$ cat config.mk
export PLATFORM = sky130hd
export DESIGN_NAME = smb_cfg_target
export DESIGN_NICKNAME = d
export VERILOG_FILES = /design/src/rtl/smb_cfg_pkg.sv /design/src/rtl/smb_line_sync.sv /design/src/rtl/smb_cfg_regs.sv /design/src/rtl/smb_proto_fsm.sv /design/src/rtl/smb_cfg_target.sv
export SDC_FILE = /design/constraint.sdc
export NUM_CORES = 1
export LEC_CHECK = 0
export ABC_CLOCK_PERIOD_IN_PS = 4600
export BUFFER_PORTS_ARGS = -buffer_cell sky130_fd_sc_hd__buf_2
export CAP_MARGIN = 10
export CELL_PAD_IN_SITES_DETAIL_PLACEMENT = 1
export CELL_PAD_IN_SITES_GLOBAL_PLACEMENT = 1
export CORE_ASPECT_RATIO = 0.7
export CORE_MARGIN = 2
export CORE_UTILIZATION = 35
export CTS_CLUSTER_DIAMETER = 150
export CTS_CLUSTER_SIZE = 28
export DETAILED_ROUTE_END_ITERATION = 12
export PLACE_DENSITY_LB_ADDON = 0.1
export SLEW_MARGIN = 40
export SYNTH_ARGS = -nofsm -noshare
export SYNTH_HDL_FRONTEND = slang
export SYNTH_SLANG_ARGS = --single-unit
export TNS_END_PERCENT = 100
$ cat constraint.sdc
create_clock -name clk -period 4.6 [get_ports clk]
set_clock_uncertainty 0.2 [all_clocks]
set_input_delay 0.92 -clock clk [delete_from_list [all_inputs] [get_ports clk]]
set_output_delay 0.92 -clock clk [all_outputs]
set_load 0.01 [all_outputs]
$ cat src/rtl/smb_cfg_pkg.sv
package smb_cfg_pkg;
  localparam int REG_W  = 8;
  localparam int NREG   = 8;
  localparam int IDX_W  = 8;
  localparam int CNT_W  = 5;
  localparam int BIT_W  = 4;
  localparam logic [BIT_W-1:0] BIT_LAST = BIT_W'(REG_W);
  localparam logic [4:0] ADDR_HI = 5'b11010;

  typedef enum logic [2:0] {
    PH_IDLE, PH_ADDR, PH_INDEX, PH_COUNT, PH_WDATA, PH_TX, PH_HOLD
  } phase_t;

  function automatic logic [IDX_W-1:0] idx_step(input logic [IDX_W-1:0] i);
    return (i == IDX_W'(NREG - 1)) ? '0 : i + 1'b1;
  endfunction
endpackage

$ cat src/rtl/smb_line_sync.sv
module smb_line_sync #(
  parameter int W = 3,
  parameter int STAGES = 2,
  parameter logic [W-1:0] RST_VAL = '0
) (
  input  logic         clk,
  input  logic         rst_n,
  input  logic [W-1:0] d,
  output logic [W-1:0] q
);
  logic [W-1:0] stg [STAGES];

  generate
    for (genvar s = 0; s < STAGES; s++) begin : g_stage
      always_ff @(posedge clk or negedge rst_n) begin
        if (!rst_n) stg[s] <= RST_VAL;
        else if (s == 0) stg[s] <= d;
        else stg[s] <= stg[(s == 0) ? 0 : s-1];
      end
    end
  endgenerate

  assign q = stg[STAGES-1];
endmodule

$ cat src/rtl/smb_cfg_regs.sv
module smb_cfg_regs
  import smb_cfg_pkg::*;
#(
  parameter logic [3:0] REV_ID = 4'h1
) (
  input  logic             clk,
  input  logic             rst_n,
  input  logic             wr_en,
  input  logic [IDX_W-1:0] idx,
  input  logic [REG_W-1:0] wr_data,
  output logic [REG_W-1:0] rd_data,
  output logic [CNT_W-1:0] rd_count,
  output logic [REG_W-1:0] oe_mask,
  output logic [REG_W-1:0] ctrl1,
  output logic [REG_W-1:0] slew_fast,
  output logic [3:0]       ref_ctrl
);
  localparam logic [REG_W-1:0] R0_RST = 8'hFF;
  localparam logic [REG_W-1:0] R1_RST = 8'h00;
  localparam logic [REG_W-1:0] R2_RST = 8'hFF;
  localparam logic [3:0]       R3_RST = 4'h5;
  localparam logic [3:0]       R3_FIX = 4'hF;
  localparam logic [CNT_W-1:0] CNT_RST = CNT_W'(8);
  localparam logic [REG_W-1:0] ID_BYTE = 8'h08;
  localparam logic [3:0]       VEND    = 4'b0001;

  logic [REG_W-1:0] r0_q, r0_n, r1_q, r1_n, r2_q, r2_n;
  logic [3:0]       r3_q, r3_n;
  logic [CNT_W-1:0] cnt_q, cnt_n;
  logic en0, en1, en2, en3, en7;

  always_comb begin
    en0 = wr_en && (idx == IDX_W'(0));
    en1 = wr_en && (idx == IDX_W'(1));
    en2 = wr_en && (idx == IDX_W'(2));
    en3 = wr_en && (idx == IDX_W'(3));
    en7 = wr_en && (idx == IDX_W'(7));
    r0_n  = en0 ? wr_data : r0_q;
    r1_n  = en1 ? wr_data : r1_q;
    r2_n  = en2 ? wr_data : r2_q;
    r3_n  = en3 ? wr_data[7:4] : r3_q;
    cnt_n = en7 ? wr_data[CNT_W-1:0] : cnt_q;
  end

  always_ff @(posedge clk or negedge rst_n) begin
    if (!rst_n) begin
      r0_q  <= R0_RST;
      r1_q  <= R1_RST;
      r2_q  <= R2_RST;
      r3_q  <= R3_RST;
      cnt_q <= CNT_RST;
    end else begin
      r0_q  <= r0_n;
      r1_q  <= r1_n;
      r2_q  <= r2_n;
      r3_q  <= r3_n;
      cnt_q <= cnt_n;
    end
  end

  always_comb begin
    case (idx)
      IDX_W'(0): rd_data = r0_q;
      IDX_W'(1): rd_data = r1_q;
      IDX_W'(2): rd_data = r2_q;
      IDX_W'(3): rd_data = {r3_q, R3_FIX};
      IDX_W'(5): rd_data = {REV_ID, VEND};
      IDX_W'(6): rd_data = ID_BYTE;
      IDX_W'(7): rd_data = {{(REG_W-CNT_W){1'b0}}, cnt_q};
      default:   rd_data = '0;
    endcase
  end

  assign rd_count  = cnt_q;
  assign oe_mask   = r0_q;
  assign ctrl1     = r1_q;
  assign slew_fast = r2_q;
  assign ref_ctrl  = r3_q;


  oe_write_chk: assert property (@(posedge clk) disable iff (!rst_n)
    (wr_en && idx == IDX_W'(0)) |=> (oe_mask == $past(wr_data)));

  count_write_chk: assert property (@(posedge clk) disable iff (!rst_n)
    (wr_en && idx == IDX_W'(7)) |=> (rd_count == $past(wr_data[CNT_W-1:0])));
endmodule

$ cat src/rtl/smb_proto_fsm.sv
module smb_proto_fsm
  import smb_cfg_pkg::*;
(
  input  logic             clk,
  input  logic             rst_n,
  input  logic             scl_s,
  input  logic             sda_s,
  input  logic             enable,
  input  logic [6:0]       my_addr,
  input  logic [REG_W-1:0] rd_data,
  input  logic [CNT_W-1:0] rd_count,
  output logic             sda_oe,
  output logic             wr_en,
  output logic [IDX_W-1:0] cur_idx,
  output logic [REG_W-1:0] cur_byte
);
  phase_t            phase_q, phase_n;
  logic [BIT_W-1:0]  bit_q, bit_n;
  logic              ack_q, ack_n, acked_q, acked_n, rw_q, rw_n;
  logic              oe_q, oe_n, hnack_q, hnack_n;
  logic [REG_W-1:0]  sh_q, sh_n, rem_q, rem_n;
  logic [IDX_W-1:0]  idx_q, idx_n;
  logic              scl_d, sda_d;
  logic              scl_rise, scl_fall, start_ev, stop_ev;

  always_comb begin
    scl_rise = scl_s & ~scl_d;
    scl_fall = ~scl_s & scl_d;
    start_ev = scl_s & scl_d & sda_d & ~sda_s;
    stop_ev  = scl_s & scl_d & ~sda_d & sda_s;
  end

  always_comb begin
    phase_n = phase_q; bit_n = bit_q; ack_n = ack_q; acked_n = acked_q;
    rw_n = rw_q; sh_n = sh_q; oe_n = oe_q; idx_n = idx_q; rem_n = rem_q;
    hnack_n = hnack_q; wr_en = 1'b0;
    if (start_ev && enable) begin
      phase_n = PH_ADDR; bit_n = '0; ack_n = 1'b0; oe_n = 1'b0; hnack_n = 1'b0;
    end else if (stop_ev) begin
      phase_n = PH_IDLE; bit_n = '0; ack_n = 1'b0; oe_n = 1'b0;
    end else if (phase_q != PH_IDLE && phase_q != PH_HOLD) begin
      if (scl_rise) begin
        if (ack_q) begin
          if (phase_q == PH_TX) hnack_n = sda_s;
        end else if (bit_q != BIT_LAST) begin
          bit_n = bit_q + 1'b1;
          if (phase_q != PH_TX) sh_n = {sh_q[REG_W-2:0], sda_s};
        end
      end else if (scl_fall) begin
        if (!ack_q && bit_q == BIT_LAST) begin
          ack_n = 1'b1;
          acked_n = 1'b1;
          case (phase_q)
            PH_ADDR: begin
              acked_n = (sh_q[7:1] == my_addr);
              rw_n    = sh_q[0];
            end
            PH_INDEX: idx_n = sh_q;
            PH_COUNT: rem_n = sh_q;
            PH_WDATA: begin
              if (rem_q != '0) begin
                wr_en = 1'b1;
                rem_n = rem_q - 1'b1;
                idx_n = idx_step(idx_q);
              end else begin
                acked_n = 1'b0;
              end
            end
            PH_TX: acked_n = 1'b0;
            default: acked_n = 1'b0;
          endcase
          oe_n = acked_n;
        end else if (ack_q) begin
          ack_n = 1'b0; bit_n = '0; oe_n = 1'b0;
          case (phase_q)
            PH_ADDR: begin
              if (!acked_q) phase_n = PH_HOLD;
              else if (rw_q) begin
                sh_n = {{(REG_W-CNT_W){1'b0}}, rd_count};
                oe_n = ~sh_n[REG_W-1];
                hnack_n = 1'b0;
                phase_n = PH_TX;
              end else phase_n = PH_INDEX;
            end
            PH_INDEX: phase_n = PH_COUNT;
            PH_COUNT: phase_n = PH_WDATA;
            PH_TX: begin
              if (hnack_q) phase_n = PH_HOLD;
              else begin
                sh_n  = rd_data;
                oe_n  = ~rd_data[REG_W-1];
                idx_n = idx_step(idx_q);
              end
            end
            default: phase_n = phase_q;
          endcase
        end else if (phase_q == PH_TX && bit_q != '0) begin
          sh_n = {sh_q[REG_W-2:0], 1'b0};
          oe_n = ~sh_q[REG_W-2];
        end
      end
    end
  end

  always_ff @(posedge clk or negedge rst_n) begin
    if (!rst_n) begin
      phase_q <= PH_IDLE; bit_q <= '0; ack_q <= 1'b0; acked_q <= 1'b0;
      rw_q <= 1'b0; sh_q <= '0; oe_q <= 1'b0; idx_q <= '0; rem_q <= '0;
      hnack_q <= 1'b0; scl_d <= 1'b1; sda_d <= 1'b1;
    end else begin
      phase_q <= phase_n; bit_q <= bit_n; ack_q <= ack_n; acked_q <= acked_n;
      rw_q <= rw_n; sh_q <= sh_n; oe_q <= oe_n; idx_q <= idx_n; rem_q <= rem_n;
      hnack_q <= hnack_n; scl_d <= scl_s; sda_d <= sda_s;
    end
  end

  assign sda_oe   = oe_q;
  assign cur_idx  = idx_q;
  assign cur_byte = sh_q;


  stop_release_chk: assert property (@(posedge clk) disable iff (!rst_n)
    stop_ev |=> (phase_q == PH_IDLE && !oe_q));

  drive_scl_low_chk: assert property (@(posedge clk) disable iff (!rst_n)
    $rose(oe_q) |-> !scl_s);

  nack_release_chk: assert property (@(posedge clk) disable iff (!rst_n)
    (scl_fall && ack_q && phase_q == PH_TX && hnack_q && !start_ev && !stop_ev)
      |=> (!oe_q && phase_q == PH_HOLD));

  quiet_chk: assert property (@(posedge clk) disable iff (!rst_n)
    (phase_q == PH_IDLE || phase_q == PH_HOLD) |-> !oe_q);
endmodule

$ cat src/rtl/smb_cfg_target.sv
module smb_cfg_target
  import smb_cfg_pkg::*;
#(
  parameter logic [3:0] REV_ID = 4'h1
) (
  input  logic       clk,
  input  logic       rst_n,
  input  logic       pwr_good,
  input  logic       addr_strap,
  input  logic       scl_in,
  input  logic       sda_in,
  output logic       sda_drive_low,
  output logic [7:0] oe_mask,
  output logic [7:0] ctrl1,
  output logic [7:0] slew_fast,
  output logic [3:0] ref_ctrl
);
  logic rst_meta, rst_i;
  always_ff @(posedge clk or negedge rst_n) begin
    if (!rst_n) begin
      rst_meta <= 1'b0;
      rst_i    <= 1'b0;
    end else begin
      rst_meta <= 1'b1;
      rst_i    <= rst_meta;
    end
  end

  logic [2:0] raw_v, sync_v;
  logic scl_s, sda_s, pg_s;
  assign raw_v = {pwr_good, sda_in, scl_in};

  smb_line_sync #(.W(3), .STAGES(2), .RST_VAL(3'b011)) u_sync (
    .clk(clk), .rst_n(rst_i), .d(raw_v), .q(sync_v)
  );
  assign scl_s = sync_v[0];
  assign sda_s = sync_v[1];
  assign pg_s  = sync_v[2];

  logic pg_d, strap_q, strap_n, done_q, done_n, cap;
  always_comb begin
    cap     = pg_s & ~pg_d & ~done_q;
    strap_n = cap ? addr_strap : strap_q;
    done_n  = done_q | cap;
  end
  always_ff @(posedge clk or negedge rst_i) begin
    if (!rst_i) begin
      pg_d <= 1'b0; strap_q <= 1'b0; done_q <= 1'b0;
    end else begin
      pg_d <= pg_s; strap_q <= strap_n; done_q <= done_n;
    end
  end

  logic [6:0]       my_addr;
  logic             wr_en;
  logic [IDX_W-1:0] cur_idx;
  logic [REG_W-1:0] cur_byte, rd_data;
  logic [CNT_W-1:0] rd_count;
  assign my_addr = {ADDR_HI, strap_q, 1'b0};

  smb_proto_fsm u_fsm (
    .clk(clk), .rst_n(rst_i), .scl_s(scl_s), .sda_s(sda_s), .enable(done_q),
    .my_addr(my_addr), .rd_data(rd_data), .rd_count(rd_count),
    .sda_oe(sda_drive_low), .wr_en(wr_en), .cur_idx(cur_idx), .cur_byte(cur_byte)
  );

  smb_cfg_regs #(.REV_ID(REV_ID)) u_regs (
    .clk(clk), .rst_n(rst_i), .wr_en(wr_en), .idx(cur_idx), .wr_data(cur_byte),
    .rd_data(rd_data), .rd_count(rd_count), .oe_mask(oe_mask), .ctrl1(ctrl1),
    .slew_fast(slew_fast), .ref_ctrl(ref_ctrl)
  );


  strap_hold_chk: assert property (@(posedge clk) disable iff (!rst_i)
    (done_q && $past(done_q)) |-> $stable(strap_q));
endmodule

Word level (Yosys, flattened, before mapping)
Cells that the tools add are included.
Widths: inputs -> output; s select.
{"block": "totals", "output_inout_bits": 29, "elab_cells": 209, "register_bits": 82, "in_bits": 6}
{"block": "classes", "addsub": 3, "n_eq_ne": 37, "n_mux": 81, "n_reduce_logical": 43, "bitwise": 21}
{"operator": "$mux 8", "count": 18}
{"operator": "$pmux 8 s7", "count": 1}
{"operator": "$pmux 8 s2", "count": 3}
{"operator": "$mux 1", "count": 37}
{"operator": "$mux 4", "count": 9}
{"operator": "$mux 3", "count": 10}
{"operator": "$ne 3x3->1 const B", "count": 10}
{"operator": "$reduce_bool 3->1", "count": 9}
{"operator": "$eq 8x3->1 const B", "count": 3}
{"operator": "$eq 8x2->1 const B", "count": 2}
{"operator": "$reduce_and 7->1", "count": 2}
{"operator": "$reduce_and 13->1", "count": 1}
{"operator": "$ne 4x4->1 const B", "count": 3}
{"operator": "$pmux 3 s4", "count": 1}
{"operator": "$reduce_and 6->1", "count": 2}
{"operator": "$reduce_bool 2->1", "count": 6}
{"operator": "$reduce_bool 4->1", "count": 3}
{"operator": "$not 1->1", "count": 11}
{"operator": "$ne 2x2->1 const B", "count": 5}
{"operator": "$reduce_and 10->1", "count": 1}
{"operator": "$and 1x1->1", "count": 9}
{"operator": "$logic_and 1x1->1", "count": 9}
{"operator": "$reduce_and 9->1", "count": 1}
{"operator": "$add 8x1->8 const B", "count": 1}
{"operator": "other kinds (23)", "count": 28}

Longest topological paths before layout
Gate-level depths: netlist of run 1.
{"block": "depth", "depth_word": 12, "depth_mapped": 9, "mapped_depth_nobuf": 7}

Modules after synthesis
A second synthesis of run 1 with hierarchy kept.
{"block": "unflattened", "hier_cells": 446, "hier_area_um2": 4613.2}
{"mod": "smb_proto_fsm", "seq_area_each_um2": 953.4, "area_per_inst_um2": 2612.5, "cells_each": 305, "instances": 1}
{"mod": "smb_cfg_regs", "seq_area_each_um2": 849.6, "area_per_inst_um2": 1651.6, "cells_each": 121, "instances": 1}
{"mod": "smb_line_sync", "seq_area_each_um2": 155.1, "area_per_inst_um2": 177.7, "cells_each": 9, "instances": 1}
{"mod": "smb_cfg_target", "seq_area_each_um2": 125.1, "area_per_inst_um2": 171.4, "cells_each": 11, "instances": 1}

Least setup slack after synthesis of run 1
OpenSTA, ideal clock, no wires.
{"block": "synth_timing", "path_type": "reg2reg", "start": "register u_fsm.scl_d", "end": "register u_regs.r3_q[1] (netlist: u_regs.ref_ctrl[1])", "stages_incl_launch_ff": 9, "synth_period_minus_slack_ns": 2.548, "n_path_buf": 1, "slack_ns": 2.052, "arrival_time_ns": 2.224, "setup_time_ns": 0.125, "required_ns": 4.275, "path_cell_list": "dfstp_2 inv_1 ha_1 nand2b_1 a21o_1 a2111oi_4 and3_1 buf_2 mux2_2"}
{"block": "synth_via", "elab_chain_len": 7, "word_cells_on_any_way": 15, "cone_classes": "mux: 5; bitwise: 8; reduce/logical: 2"}
{"element": "start: declaration", "line": "smb_proto_fsm.sv:23", "rtl": "logic scl_d, sda_d;"}
{"element": "start signal: assignment", "line": "smb_proto_fsm.sv:113", "rtl": "hnack_q <= hnack_n; scl_d <= scl_s; sda_d <= sda_s;"}
{"element": "$and 1x1->1 / $not 1->1 (equally long branches)", "line": "smb_proto_fsm.sv:28, smb_proto_fsm.sv:27"}
{"element": "$mux 1 / $and 1x1->1 (equally long branches)", "line": "smb_proto_fsm.sv:49, smb_proto_fsm.sv:27"}
{"element": "$mux 1", "line": "smb_proto_fsm.sv:42", "rtl": "if (scl_rise) begin"}
{"element": "$mux 1", "line": "smb_proto_fsm.sv:41", "rtl": "end else if (phase_q != PH_IDLE && phase_q != PH_HOLD) begin"}
{"element": "$mux 1", "line": "smb_proto_fsm.sv:39", "rtl": "end else if (stop_ev) begin"}
{"element": "$mux 1 *", "line": "smb_proto_fsm.sv:37", "rtl": "if (start_ev && enable) begin"}
{"element": "$logic_and 1x1->1 *", "line": "smb_cfg_regs.sv:36", "rtl": "en3 = wr_en && (idx == IDX_W'(3));"}
{"element": "end signal: assignment", "line": "smb_cfg_regs.sv:56", "rtl": "r3_q <= r3_n;"}
{"element": "end: declaration", "line": "smb_cfg_regs.sv:28", "rtl": "logic [3:0] r3_q, r3_n;"}
Every way passes the cells marked *; elsewhere a longest branch is shown, timed or not.
A chain may end at the register's enable or synchronous reset.

Final worst setup path of run 1
{"block": "layout_timing", "start": "register u_fsm.phase_q[2]", "end": "register u_regs.r3_q[3] (netlist: u_regs.ref_ctrl[3])"}
{"block": "layout_via", "elab_chain_len": 9, "word_cells_on_any_way": 12, "cone_classes": "eq/ne: 2; mux: 7; reduce/logical: 3"}
{"element": "start: declaration", "line": "smb_proto_fsm.sv:17", "rtl": "phase_t phase_q, phase_n;"}
{"element": "start signal: assignment", "line": "smb_proto_fsm.sv:111", "rtl": "phase_q <= phase_n; bit_q <= bit_n; ack_q <= ack_n; acked_q <= acked_n;"}
{"element": "$eq 3x3->1", "line": "smb_proto_fsm.sv:53", "rtl": "case (phase_q)"}
{"element": "$mux 1", "line": "smb_proto_fsm.sv:53"}
{"element": "$mux 1", "line": "smb_proto_fsm.sv:50", "rtl": "if (!ack_q && bit_q == BIT_LAST) begin"}
{"element": "$mux 1", "line": "smb_proto_fsm.sv:49", "rtl": "end else if (scl_fall) begin"}
{"element": "$mux 1", "line": "smb_proto_fsm.sv:42"}
{"element": "$mux 1 *", "line": "smb_proto_fsm.sv:41"}
{"element": "$mux 1 *", "line": "smb_proto_fsm.sv:39"}
{"element": "$mux 1 *", "line": "smb_proto_fsm.sv:37"}
{"element": "$logic_and 1x1->1 *", "line": "smb_cfg_regs.sv:36"}
Marked as above.

==> metrics.log, run 1 <==
INFO  metric timing.max_cap.violations = 0
INFO  metric setup_viol = 0
INFO  metric port_buffers = 34
INFO  metric slew_headroom = 50.51%
INFO  metric post_route_cells_drive_above_1_share = about 31%
INFO  metric cts_repair_resize_count = 0
INFO  metric std_cell_rows = 34
INFO  metric num_vias = about 3500
INFO  metric layout.filler_cells = between 1000 and 1500
INFO  metric critical_path_class = register to register
INFO  metric post-cts-setup-buffer-count = 0
INFO  metric cts_root_buf = sky130_fd_sc_hd__clkbuf_16
INFO  metric drv_slew = 0
INFO  metric global_route.overflow_total = 0
INFO  metric finalHoldViolations = 0
INFO  metric rsz0062_at_grt = false
INFO  metric dpl.hpwl = approximately 9000 µm
INFO  metric layout.area.seq = ~2100 µm²
INFO  metric first_global_vias = about 3600
INFO  metric placer_congestion = 0.7717
INFO  metric clk-insertion-delay-late = 350 ps
INFO  metric crit_path_max_fanout = 18
INFO  metric syn-cell-area = between 4000 and 5000 µm²
INFO  metric first_iter_violations = 157
INFO  metric cts.sink_count = 82
INFO  metric r2r_slack = between 1000 and 1500 ps
INFO  metric pin_count = 35
INFO  metric ys_seq_area_share = 46.08%
INFO  metric timing.rr.end = u_regs.ref_ctrl[3]
INFO  metric chipHeight = 99.09 µm
INFO  metric via_per_inst = 5.687
INFO  metric hold_path_class = register to async pin
INFO  metric grt_start_max_net_pins = 42
INFO  metric core = 12510 µm²
INFO  metric fp.dieArea = ~14000 µm²
INFO  metric wirelength = 13000 µm
INFO  metric ys_async_sr_fraction = 100.0%
INFO  metric p_leak = roughly 2.2 nW
INFO  metric synthesis.area_per_instance = 10.64 µm²
INFO  metric firstDrtPassIters = 4
INFO  metric final_min_period_over_clock_period = about 73%
INFO  metric cts_hold_buf = 0
INFO  metric synth_fp_nets = 442
INFO  metric end_kind = register
INFO  metric worst-endpoint-arrival = between 3000 and 4000 ps
INFO  metric floorplan.initialDensity = 36.14%
INFO  metric yosysWarningCount = 0
INFO  metric worst-endpoint-required = around 4600 ps
INFO  metric clk_path_buf_depth = 2
INFO  metric finalPower = 1.505 mW
INFO  metric die_width = 139.8 µm
INFO  metric finalNetCount = 466
INFO  metric run_status = finished, final reports clean
INFO  metric detailed_route_wire_length_per_cell = approximately 21 µm
INFO  metric worst_setup_hold_path_clk_slew = ~70 ps
INFO  metric area_growth = 12.79%
INFO  metric power.density_cell_area = 295.2 nW/µm²
INFO  metric postSynth.topFlopCell = sky130_fd_sc_hd__dfrtp_1
INFO  metric fmax = 0.2983 GHz
INFO  metric route.detailed.drc = 0
INFO  metric synth-edff-count = 0
INFO  metric grt_antenna_before_repair = 0
INFO  metric synth_seq_cells = 82
INFO  metric r2r_cells = 5
INFO  metric grt_first_pass_wirelength = ~21000 µm
INFO  metric crit-reg2reg-launch = u_fsm.phase_q[2]
INFO  metric synthCells = between 400 and 500
INFO  metric final.min_clock_period = 3352 ps
INFO  metric worstSetupStartpointType = register
INFO  metric cts_tree = yes
INFO  metric multi_input_area = 2280 µm²
INFO  metric totalNegativeSetupSlack = 0 ps
INFO  metric numCtsBuffers = 9
INFO  metric tightest_slew = between 700 and 800 ps
INFO  metric track_usage = 19.80%
INFO  metric synth_cell_type_count = 63
INFO  metric ir_drop = 0.0001589 V
INFO  metric insertedDiodeCount = 0
INFO  metric cts_htree_levels = 3
INFO  metric setup.worst_path.start = u_fsm.phase_q[2]
INFO  metric ant_nets = 0
==> report_power, final <==
part	leakage, nW	switching, mW	internal (mW)
Combinational	1.05	0.0278	0.0188
Sequential	1.03	0.0263	0.735
Clock	0.133	0.327	0.370
==> how the worst max path moves through the flow <==
stage / endpoint / slack [ps] / cells past startpoint
detailed placement: u_regs.ref_ctrl[3] / 1260 / 5
global placement: u_regs.ref_ctrl[3] / 1520 / 5
CTS: u_regs.ref_ctrl[3] / 1250 / 5
floorplan: done_q / 1990 / 0
finish: u_regs.ref_ctrl[3] / 1250 / 5
global route: u_regs.ctrl1[0] / 1070 / 5
==> cell usage after synthesis, types with 6 or more instances <==
master                      n  area share (%)
sky130_fd_sc_hd__inv_1     14             1.2
sky130_fd_sc_hd__a21oi_1   28             3.1
sky130_fd_sc_hd__nand3_1   10             1.1
sky130_fd_sc_hd__a221oi_1   6             1.2
sky130_fd_sc_hd__a22o_1    11             2.1
sky130_fd_sc_hd__nor2_1    24             2.0
sky130_fd_sc_hd__buf_2      7            0.77
sky130_fd_sc_hd__clkbuf_1  13             1.1
sky130_fd_sc_hd__a22oi_1    6             1.0
sky130_fd_sc_hd__ha_1      11             3.0
sky130_fd_sc_hd__nand2_1   31             2.6
sky130_fd_sc_hd__a21o_1     6             1.0
sky130_fd_sc_hd__nor3_1     6            0.66
sky130_fd_sc_hd__mux2_2    27             6.7
sky130_fd_sc_hd__dfstp_2   25              15
sky130_fd_sc_hd__dfrtp_1   57              32
sky130_fd_sc_hd__o21ai_0   30             3.3
sky130_fd_sc_hd__nand2b_1  12             1.7
sky130_fd_sc_hd__mux2_4    16             5.3
sky130_fd_sc_hd__a32oi_1    7             1.4
==> critical path, cell delays in order, from the launching register on <==
cell and delay [ps]:
sky130_fd_sc_hd__dfrtp_1 590, sky130_fd_sc_hd__nor3b_4 710, sky130_fd_sc_hd__o21ai_1 280, sky130_fd_sc_hd__a2111oi_4 710, sky130_fd_sc_hd__and3_1 370, sky130_fd_sc_hd__mux2_2 360
==> final cells by class <==
class                           instances  share of cell area, %
Sequential cell                        82                  40.93
Tap cell                              162                  3.975
Timing Repair Buffer                   38                  3.926
Clock inverter                          7                  1.006
Inverter                               14                  1.031
Multi-Input combinational cell        304                  44.71
Clock buffer                            9                  4.417
==> routing by layer <==
layer	vias up	GRT usage (%)	part of all wire (%)
met5	-	0	0
met4	0	4.385	0.76
met3	7	4.568	3.7
met2	49	28.71	41
met1	1840	29.98	54
li1	1607	-	-
==> per-stage QoR <==
stage                     std cells  hold WS [ps]  worst slack, ps  area [µm²]  util, %
after detailed placement        600         141.7             1261        4820    38.54
final                           616         140.4             1248        5099    40.77
after global routing            616         129.4             1065        5099    40.77
after global placement          600         135.2             1516        4817    38.52
after CTS                       616         133.1             1249        5096    40.75
after floorplan                 425         131.2             1991        4521        -
==> flip-flops by register name, summed over array words and instances (netlist names), 3 cells and up <==
signal            flops
u_fsm.cur_byte        8
u_regs.ctrl1          8
u_regs.oe_mask        8
u_regs.slew_fast      8
u_fsm.cur_idx         8
u_fsm.bit_q           4
u_regs.rd_count       5
u_regs.ref_ctrl       4
u_fsm.phase_q         3
u_fsm.rem_q           8
u_sync.q              3
u_sync.stg            3
==> kinds of logic (layout without fill, tap and decap cells) <==
group	Yosys count	in the layout	synth area share, %
AO/OA/AOI/OAI	121	121	18.32
XOR/XNOR	2	2	0.3876
adder cells (fa/ha/maj)	11	11	3.045
buffers and inverters	39	68	3.598
flip-flops	82	82	46.08
multiplexers	46	46	12.70
other	1	1	0.08295
AND/OR/NAND/NOR	123	123	15.78
==> placed cells by master, fill, tap and decap left out, types with 7 or more instances in the layout <==
| cell | instances |
|---|---|
| sky130_fd_sc_hd__nand3_1 | 10 |
| sky130_fd_sc_hd__clkbuf_16 | 9 |
| sky130_fd_sc_hd__nand2b_1 | 12 |
| sky130_fd_sc_hd__buf_2 | 34 |
| sky130_fd_sc_hd__mux2_2 | 27 |
| sky130_fd_sc_hd__nor2_1 | 22 |
| sky130_fd_sc_hd__dfrtp_1 | 56 |
| sky130_fd_sc_hd__a32oi_1 | 7 |
| sky130_fd_sc_hd__inv_1 | 14 |
| sky130_fd_sc_hd__ha_1 | 11 |
| sky130_fd_sc_hd__nand2_1 | 31 |
| sky130_fd_sc_hd__dfstp_2 | 25 |
| sky130_fd_sc_hd__o21ai_0 | 30 |
| sky130_fd_sc_hd__a22o_1 | 11 |
| sky130_fd_sc_hd__a21oi_1 | 28 |
| sky130_fd_sc_hd__mux2_4 | 16 |
Power figures use the tool's default switching activity.
==> run 2: changes to the inputs <==
--- a/config.mk
+++ b/config.mk
@@ -5,7 +5,7 @@
 export SDC_FILE = /design/constraint.sdc
 export NUM_CORES = 1
 export LEC_CHECK = 0
-export ABC_CLOCK_PERIOD_IN_PS = 4600
+export ABC_CLOCK_PERIOD_IN_PS = 3300
 export BUFFER_PORTS_ARGS = -buffer_cell sky130_fd_sc_hd__buf_2
 export CAP_MARGIN = 10
 export CELL_PAD_IN_SITES_DETAIL_PLACEMENT = 1
==> constraint.sdc (replaced) <==
create_clock -name clk -period 3.3 [get_ports clk]
set_clock_uncertainty 0.2 [all_clocks]
set_input_delay 0.66 -clock clk [delete_from_list [all_inputs] [get_ports clk]]
set_output_delay 0.66 -clock clk [all_outputs]
set_load 0.01 [all_outputs]
==> metrics.log, run 2 (same netlist as run 1, synthesis figures left out) <==
INFO  metric layout_commonest_cell = sky130_fd_sc_hd__dfrtp_1
INFO  metric num_vias = 3540 (+1.1%)
INFO  metric floorplan.initialDensity = 36.14% (unchanged)
INFO  metric final_min_period_over_clock_period = 90.72% (+18 points)
INFO  metric ant_nets = 0 (unchanged)
INFO  metric fmax = 0.3340 GHz (+12%)
INFO  metric run_status = finished, final reports clean
INFO  metric post-cts-setup-buffer-count = 0 (unchanged)
INFO  metric global_route.overflow_total = 0 (unchanged)
INFO  metric placer_congestion = 0.9071 (+18%)
INFO  metric critPathSlowestCell = sky130_fd_sc_hd__dfstp_2
INFO  metric post_route_cells_drive_above_1_share = 31.61% (+1.0 points)
INFO  metric cts_htree_levels = 3 (unchanged)
INFO  metric internal_power = 1.800 mW (+60%)
INFO  metric timing.max_cap.violations = 0 (unchanged)
INFO  metric worst-endpoint-required = 3330 ps (-1300 ps)
INFO  metric pin_count = 35 (unchanged)
INFO  metric crit-reg2reg-launch = u_fsm.scl_d
INFO  metric totalNegativeSetupSlack = 0 ps (unchanged)
INFO  metric timing.critical_path.max_delay_family = flip-flops
INFO  metric p_leak = 2.312 nW (+4.3%)
INFO  metric first_iter_violations = 235 (+50%)
INFO  metric cts_root_buf = sky130_fd_sc_hd__clkbuf_16
INFO  metric r2r_slack = 310 ps (-940 ps)
INFO  metric cp_slowest_stage_delay = 560 ps (-150 ps)
INFO  metric layout_common_cells = sky130_fd_sc_hd__dfrtp_1 (56), sky130_fd_sc_hd__buf_2 (34), sky130_fd_sc_hd__nand2_1 (31), sky130_fd_sc_hd__o21ai_0 (30), sky130_fd_sc_hd__a21oi_1 (28)
INFO  metric r2r_cells = 8 (+3)
INFO  metric ir_drop = 0.0002925 V (+84%)
INFO  metric multi_input_area = 2275 µm² (-0.22%)
INFO  metric end_kind = register
INFO  metric finalHoldViolations = 0 (unchanged)
INFO  metric critical_path_class = register to register
INFO  metric route.detailed.drc = 0 (unchanged)
INFO  metric worst_setup_hold_path_clk_slew = 70 ps (about the same)
INFO  metric track_usage = 20.89% (+1.1 points)
INFO  metric grt_start_max_net_pins = 42 (unchanged)
INFO  metric crit_chain = inv_1 > ha_1 > nand2b_1 > a21o_1 > a2111oi_4 > buf_4 > and3_1 > mux2_2
INFO  metric clk-insertion-delay-late = 350 ps (about the same)
INFO  metric die_width = 139.8 µm (unchanged)
INFO  metric std_cell_rows = 34 (unchanged)
INFO  metric port_buffers = 34 (unchanged)
INFO  metric slew_headroom = 57.43% (+6.9 points)
INFO  metric rsz0062_at_grt = false
INFO  metric clk_path_buf_depth = 2 (unchanged)
INFO  metric first_global_vias = 3748 (+4.9%)
INFO  metric cts_repair_resize_count = 0 (unchanged)
INFO  metric insertedDiodeCount = 0 (unchanged)
INFO  metric crit_path_max_fanout = 22 (+4)
INFO  metric dpl.hpwl = 9817 µm (+8.6%)
INFO  metric netSwitchingPower = 0.5431 mW (+42%)
INFO  metric chipHeight = 99.09 µm (unchanged)
INFO  metric detailed_route_wire_length_per_cell = 22.11 µm (+4.7%)
INFO  metric worst-endpoint-arrival = 3030 ps (-350 ps)
INFO  metric hold_path_class = register to async pin
INFO  metric area_growth = 16.19%
INFO  metric final_util = 42.00% (+1.2 points)
INFO  metric combPwrFrac = 2.9% (-0.2 points)
INFO  metric power.density_cell_area = 446.1 nW/µm² (+51%)
INFO  metric crit_buf_inv = 2 (+2)
INFO  metric power.clock.fraction = 51.8% (+5.5 points)
INFO  metric fp.dieArea = 13860 µm² (unchanged)
INFO  metric tightest_slew = 638.5 ps (-103.0 ps)
INFO  metric core = 12510 µm² (unchanged)
INFO  metric numCtsBuffers = 9 (unchanged)
INFO  metric firstDrtPassIters = 4 (unchanged)
INFO  metric timing.rr.end = u_regs.ref_ctrl[1]
INFO  metric layout.filler_cells = 1378 (-2.1%)
INFO  metric finalNetCount = 477 (+2.4%)
INFO  metric grt_antenna_before_repair = 0 (unchanged)
INFO  metric grt_first_pass_wirelength = 22300 µm (+5.6%)
INFO  metric final.min_clock_period = 2994 ps (-357.9 ps)
INFO  metric wirelength = 13860 µm (+6.6%)
INFO  metric drv_slew = 0 (unchanged)
INFO  metric setup_viol = 0 (unchanged)
INFO  metric worstSetupStartpointType = register
INFO  metric cts_tree = yes
INFO  metric power_frac_seq = 45.3% (-5.3 points)
INFO  metric layout.area.seq = 2087 µm² (unchanged)
INFO  metric netSwitchingFraction = 23.18% (-2.2 points)
INFO  metric cts.sink_count = 82 (unchanged)
INFO  metric via_per_inst = 5.646 (-0.72%)
INFO  metric fin_hold_ws = 150.9 ps (+10.48 ps)
[run 2: cell count changes in the layout (fill, tap and decap cells not counted)]
cell / change
sky130_fd_sc_hd__dlygate4sd3_1: +1
sky130_fd_sc_hd__clkinv_2: -2
sky130_fd_sc_hd__clkinv_4: +2
sky130_fd_sc_hd__clkinvlp_4: -2
sky130_fd_sc_hd__bufinv_16: +3
sky130_fd_sc_hd__buf_4: +10
sky130_fd_sc_hd__nor2_1: +2
sky130_fd_sc_hd__inv_6: -1
sky130_fd_sc_hd__nor2_2: -2
[run 2: per-layer routing]
| metal | up-vias | wire length, µm | GRT usage [%] |
|---|---|---|---|
| li1 | 1636 | - | - |
| met1 | 1837 | 7132 | 31.56 |
| met2 | 59 | 6003 | 30.51 |
| met3 | 8 | 609 | 4.859 |
| met4 | 0 | 114 | 4.385 |
| met5 | - | 0 | 0 |
[run 2: cell type report]
type                            instances  share of cell area (%)
Tap cell                              162                   3.859
Inverter                               14                   1.000
Sequential cell                        82                   39.73
Timing Repair Buffer                   49                   5.431
Clock buffer                            9                   4.288
Clock inverter                          7                   2.382
Multi-Input combinational cell        304                   43.31
[run 2: power groups by stage]
stage	Clock (mW)	Sequential, mW	Combinational, mW
floorplan	0	1.06	0.0483
global placement	0	1.08	0.0654
detailed placement	0	1.08	0.0666
CTS	1.24	1.06	0.0679
global route	1.27	1.07	0.0755
finish	1.21	1.06	0.0670
[run 2: worst max-delay path by stage]
stage | startpoint | slack (ps) | endpoint | cells after the start
after floorplan | rst_i | 690 | done_q | 0
after global placement | u_fsm.scl_d | 480 | u_regs.ctrl1[7] | 8
after detailed placement | u_fsm.scl_d | 350 | u_regs.ctrl1[1] | 8
after CTS | u_fsm.scl_d | 350 | u_regs.ref_ctrl[1] | 8
after global routing | u_fsm.scl_d | 180 | u_regs.rd_count[0] | 8
final | u_fsm.scl_d | 310 | u_regs.ref_ctrl[1] | 8
[run 2: metrics by stage]
stage | total power, mW | std cells | setup WS, ps | instance area, µm²
detailed placement | 1.149 | 610 | 345.8 | 4892
finish | 2.343 | 627 | 306.1 | 5253
global route | 2.415 | 627 | 182.5 | 5253
floorplan | 1.111 | 425 | 690.8 | 4521
CTS | 2.370 | 627 | 348.5 | 5253
global placement | 1.145 | 610 | 482.0 | 4892
[run 2: what timing repair did]
item	4_1_cts	5_1_grt
hold buffers	1	0
endpoints found under the setup margin	0	0
endpoints found under the hold margin	2	0
==> run 3: changes to the inputs <==
--- a/config.mk
+++ b/config.mk
@@ -8,8 +8,8 @@
 export ABC_CLOCK_PERIOD_IN_PS = 3300
 export BUFFER_PORTS_ARGS = -buffer_cell sky130_fd_sc_hd__buf_2
 export CAP_MARGIN = 10
-export CELL_PAD_IN_SITES_DETAIL_PLACEMENT = 1
-export CELL_PAD_IN_SITES_GLOBAL_PLACEMENT = 1
+export CELL_PAD_IN_SITES_DETAIL_PLACEMENT = 2
+export CELL_PAD_IN_SITES_GLOBAL_PLACEMENT = 2
 export CORE_ASPECT_RATIO = 0.7
 export CORE_MARGIN = 2
 export CORE_UTILIZATION = 35
==> metrics.log, run 3 (same netlist as run 1, synthesis figures left out) <==
INFO  metric setup_slack = 229.0 ps (-77.11 ps)
INFO  metric cts_root_buf = sky130_fd_sc_hd__clkbuf_16
INFO  metric totalNegativeSetupSlack = 0 ps (unchanged)
INFO  metric pin_count = 35 (unchanged)
INFO  metric finalNetCount = 475 (-0.42%)
INFO  metric worst-endpoint-required = 3330 ps (about the same)
INFO  metric port_buffers = 34 (unchanged)
INFO  metric detailed_route_wire_length_per_cell = 22.68 µm (+2.6%)
INFO  metric firstDrtPassIters = 4 (unchanged)
INFO  metric die_width = 139.8 µm (unchanged)
INFO  metric num_vias = 3572 (+0.90%)
INFO  metric crit-reg2reg-launch = u_fsm.scl_d
INFO  metric setup_viol = 0 (unchanged)
INFO  metric post-route-cell-area = 5192 µm² (-1.1%)
INFO  metric track_usage = 22.05% (+1.2 points)
INFO  metric post-cts-setup-buffer-count = 0 (unchanged)
INFO  metric global_route.overflow_total = 0 (unchanged)
INFO  metric via_per_inst = 5.715 (+1.2%)
INFO  metric post_route_cells_drive_above_1_share = 31.10% (-0.51 points)
INFO  metric first_iter_violations = 165 (-30%)
INFO  metric postPlaceCellArea = 4877 µm² (-0.31%)
INFO  metric clk_path_buf_depth = 2 (unchanged)
INFO  metric place_worst_setup_slack = 270.9 ps (-74.87 ps)
INFO  metric slew_headroom = 55.40% (-2.0 points)
INFO  metric first_global_vias = 3861 (+3.0%)
INFO  metric crit_path_max_fanout = 7 (-68%)
INFO  metric layout_common_cells = sky130_fd_sc_hd__dfrtp_1 (56), sky130_fd_sc_hd__buf_2 (34), sky130_fd_sc_hd__nand2_1 (31), sky130_fd_sc_hd__o21ai_0 (30), sky130_fd_sc_hd__a21oi_1 (28)
INFO  metric p_leak = 2.275 nW (-1.6%)
INFO  metric worstSetupStartpointType = register
INFO  metric cts.sink_count = 82 (unchanged)
INFO  metric layout_commonest_cell = sky130_fd_sc_hd__dfrtp_1
INFO  metric hold_path_class = register to async pin
INFO  metric end_kind = register
INFO  metric grt_antenna_before_repair = 0 (unchanged)
INFO  metric final.min_clock_period = 3071 ps (+77.11 ps)
INFO  metric power.density_cell_area = 421.5 nW/µm² (-5.5%)
INFO  metric r2r_slack = 230 ps (-80 ps)
INFO  metric worst-endpoint-arrival = 3100 ps (+70 ps)
INFO  metric std_cell_rows = 34 (unchanged)
INFO  metric numCtsBuffers = 9 (unchanged)
INFO  metric chipHeight = 99.09 µm (unchanged)
INFO  metric dpl.hpwl = 10060 µm (+2.4%)
INFO  metric wirelength = 14180 µm (+2.3%)
INFO  metric fp.dieArea = 13860 µm² (unchanged)
INFO  metric grt_start_max_net_pins = 31 (-26%)
INFO  metric core = 12510 µm² (unchanged)
INFO  metric route.detailed.drc = 0 (unchanged)
INFO  metric ir_drop = 0.0002187 V (-25%)
INFO  metric timing.max_cap.violations = 0 (unchanged)
INFO  metric fmax = 0.3256 GHz (-2.5%)
INFO  metric final_util = 41.52% (-0.48 points)
INFO  metric final_min_period_over_clock_period = 93.06% (+2.3 points)
INFO  metric area_growth = 14.86%
INFO  metric critical_path_class = register to register
INFO  metric tightest_slew = 669.0 ps (+30.51 ps)
INFO  metric r2r_cells = 7 (-1)
INFO  metric ant_nets = 0 (unchanged)
INFO  metric finalHoldViolations = 0 (unchanged)
INFO  metric timing.rr.end = u_regs.rd_count[4]
INFO  metric cts_htree_levels = 3 (unchanged)
INFO  metric clk-insertion-delay-late = 350 ps (about the same)
INFO  metric cts_tree = yes
INFO  metric run_status = finished, final reports clean
INFO  metric drv_slew = 0 (unchanged)
INFO  metric worst_setup_hold_path_clk_slew = 70 ps (about the same)
INFO  metric insertedDiodeCount = 0 (unchanged)
INFO  metric placer_congestion = 0.8476 (-6.6%)
INFO  metric floorplan.initialDensity = 36.14% (unchanged)
INFO  metric rsz0062_at_grt = false
INFO  metric layout.filler_cells = 1325 (-3.8%)
INFO  metric grt_first_pass_wirelength = 23300 µm (+4.5%)
INFO  metric setup.worst_path.start = u_fsm.scl_d
==> run 3: per-stage QoR <==
step / total power, mW / hold slack (ps) / cells
final: 2.189 / 47.53 / 625
after global routing: 2.276 / 77.25 / 625
after CTS: 2.223 / 67.99 / 625
after detailed placement: 1.149 / 60.94 / 608
after global placement: 1.147 / 46.07 / 608
after floorplan: 1.111 / 131.2 / 425
==> run 3: routing by layer <==
layer	vias up	global-route usage [%]	part of all wire, %	wire [µm]
met4	0	5.077	0.99	141
met3	12	4.276	3.6	515
met5	-	0	0	0
li1	1632	-	-	-
met1	1864	34.53	52	7436
met2	64	31.14	43	6084
==> run 3: worst max path at each step <==
stage	slack [ps]	cells past startpoint	to
after floorplan	690	0	done_q
after detailed placement	270	7	u_regs.rd_count[0]
final	230	7	u_regs.rd_count[4]
after global routing	30	7	u_regs.rd_count[0]
after global placement	400	7	u_regs.ctrl1[1]
after CTS	250	7	u_regs.rd_count[0]
==> run 3: final cells by class <==
cell class	count	area [µm²]	share of cell area, %
repair buffers	47	270.3	5.205
inverters	14	52.55	1.012
multi-input cells	304	2275	43.81
clock inverters	5	62.56	1.205
flip-flops and latches	82	2087	40.19
well taps	162	202.7	3.904
clock buffers	11	242.7	4.675
==> run 3: critical path, stage by stage (launching register included) <==
cell	delay [ps]
sky130_fd_sc_hd__dfstp_2	550
sky130_fd_sc_hd__inv_1	50
sky130_fd_sc_hd__ha_1	270
sky130_fd_sc_hd__nand2b_1	220
sky130_fd_sc_hd__a21o_1	250
sky130_fd_sc_hd__a2111oi_4	630
sky130_fd_sc_hd__nand3_1	410
sky130_fd_sc_hd__mux2_2	380
==> run 3: timing repair <==
item,4_1_cts,5_1_grt
endpoints found under the hold margin,2,0
gates resized for setup,0,0
hold buffers,1,0
==> run 3: power breakdown <==
group	internal [mW]	total, mW	switching, mW	leakage (nW)
Clock	0.612	1.06	0.447	0.142
Combinational	0.0283	0.0746	0.0463	1.10
Sequential	1.02	1.06	0.0306	1.03
Total	1.66	2.19	0.524	2.28
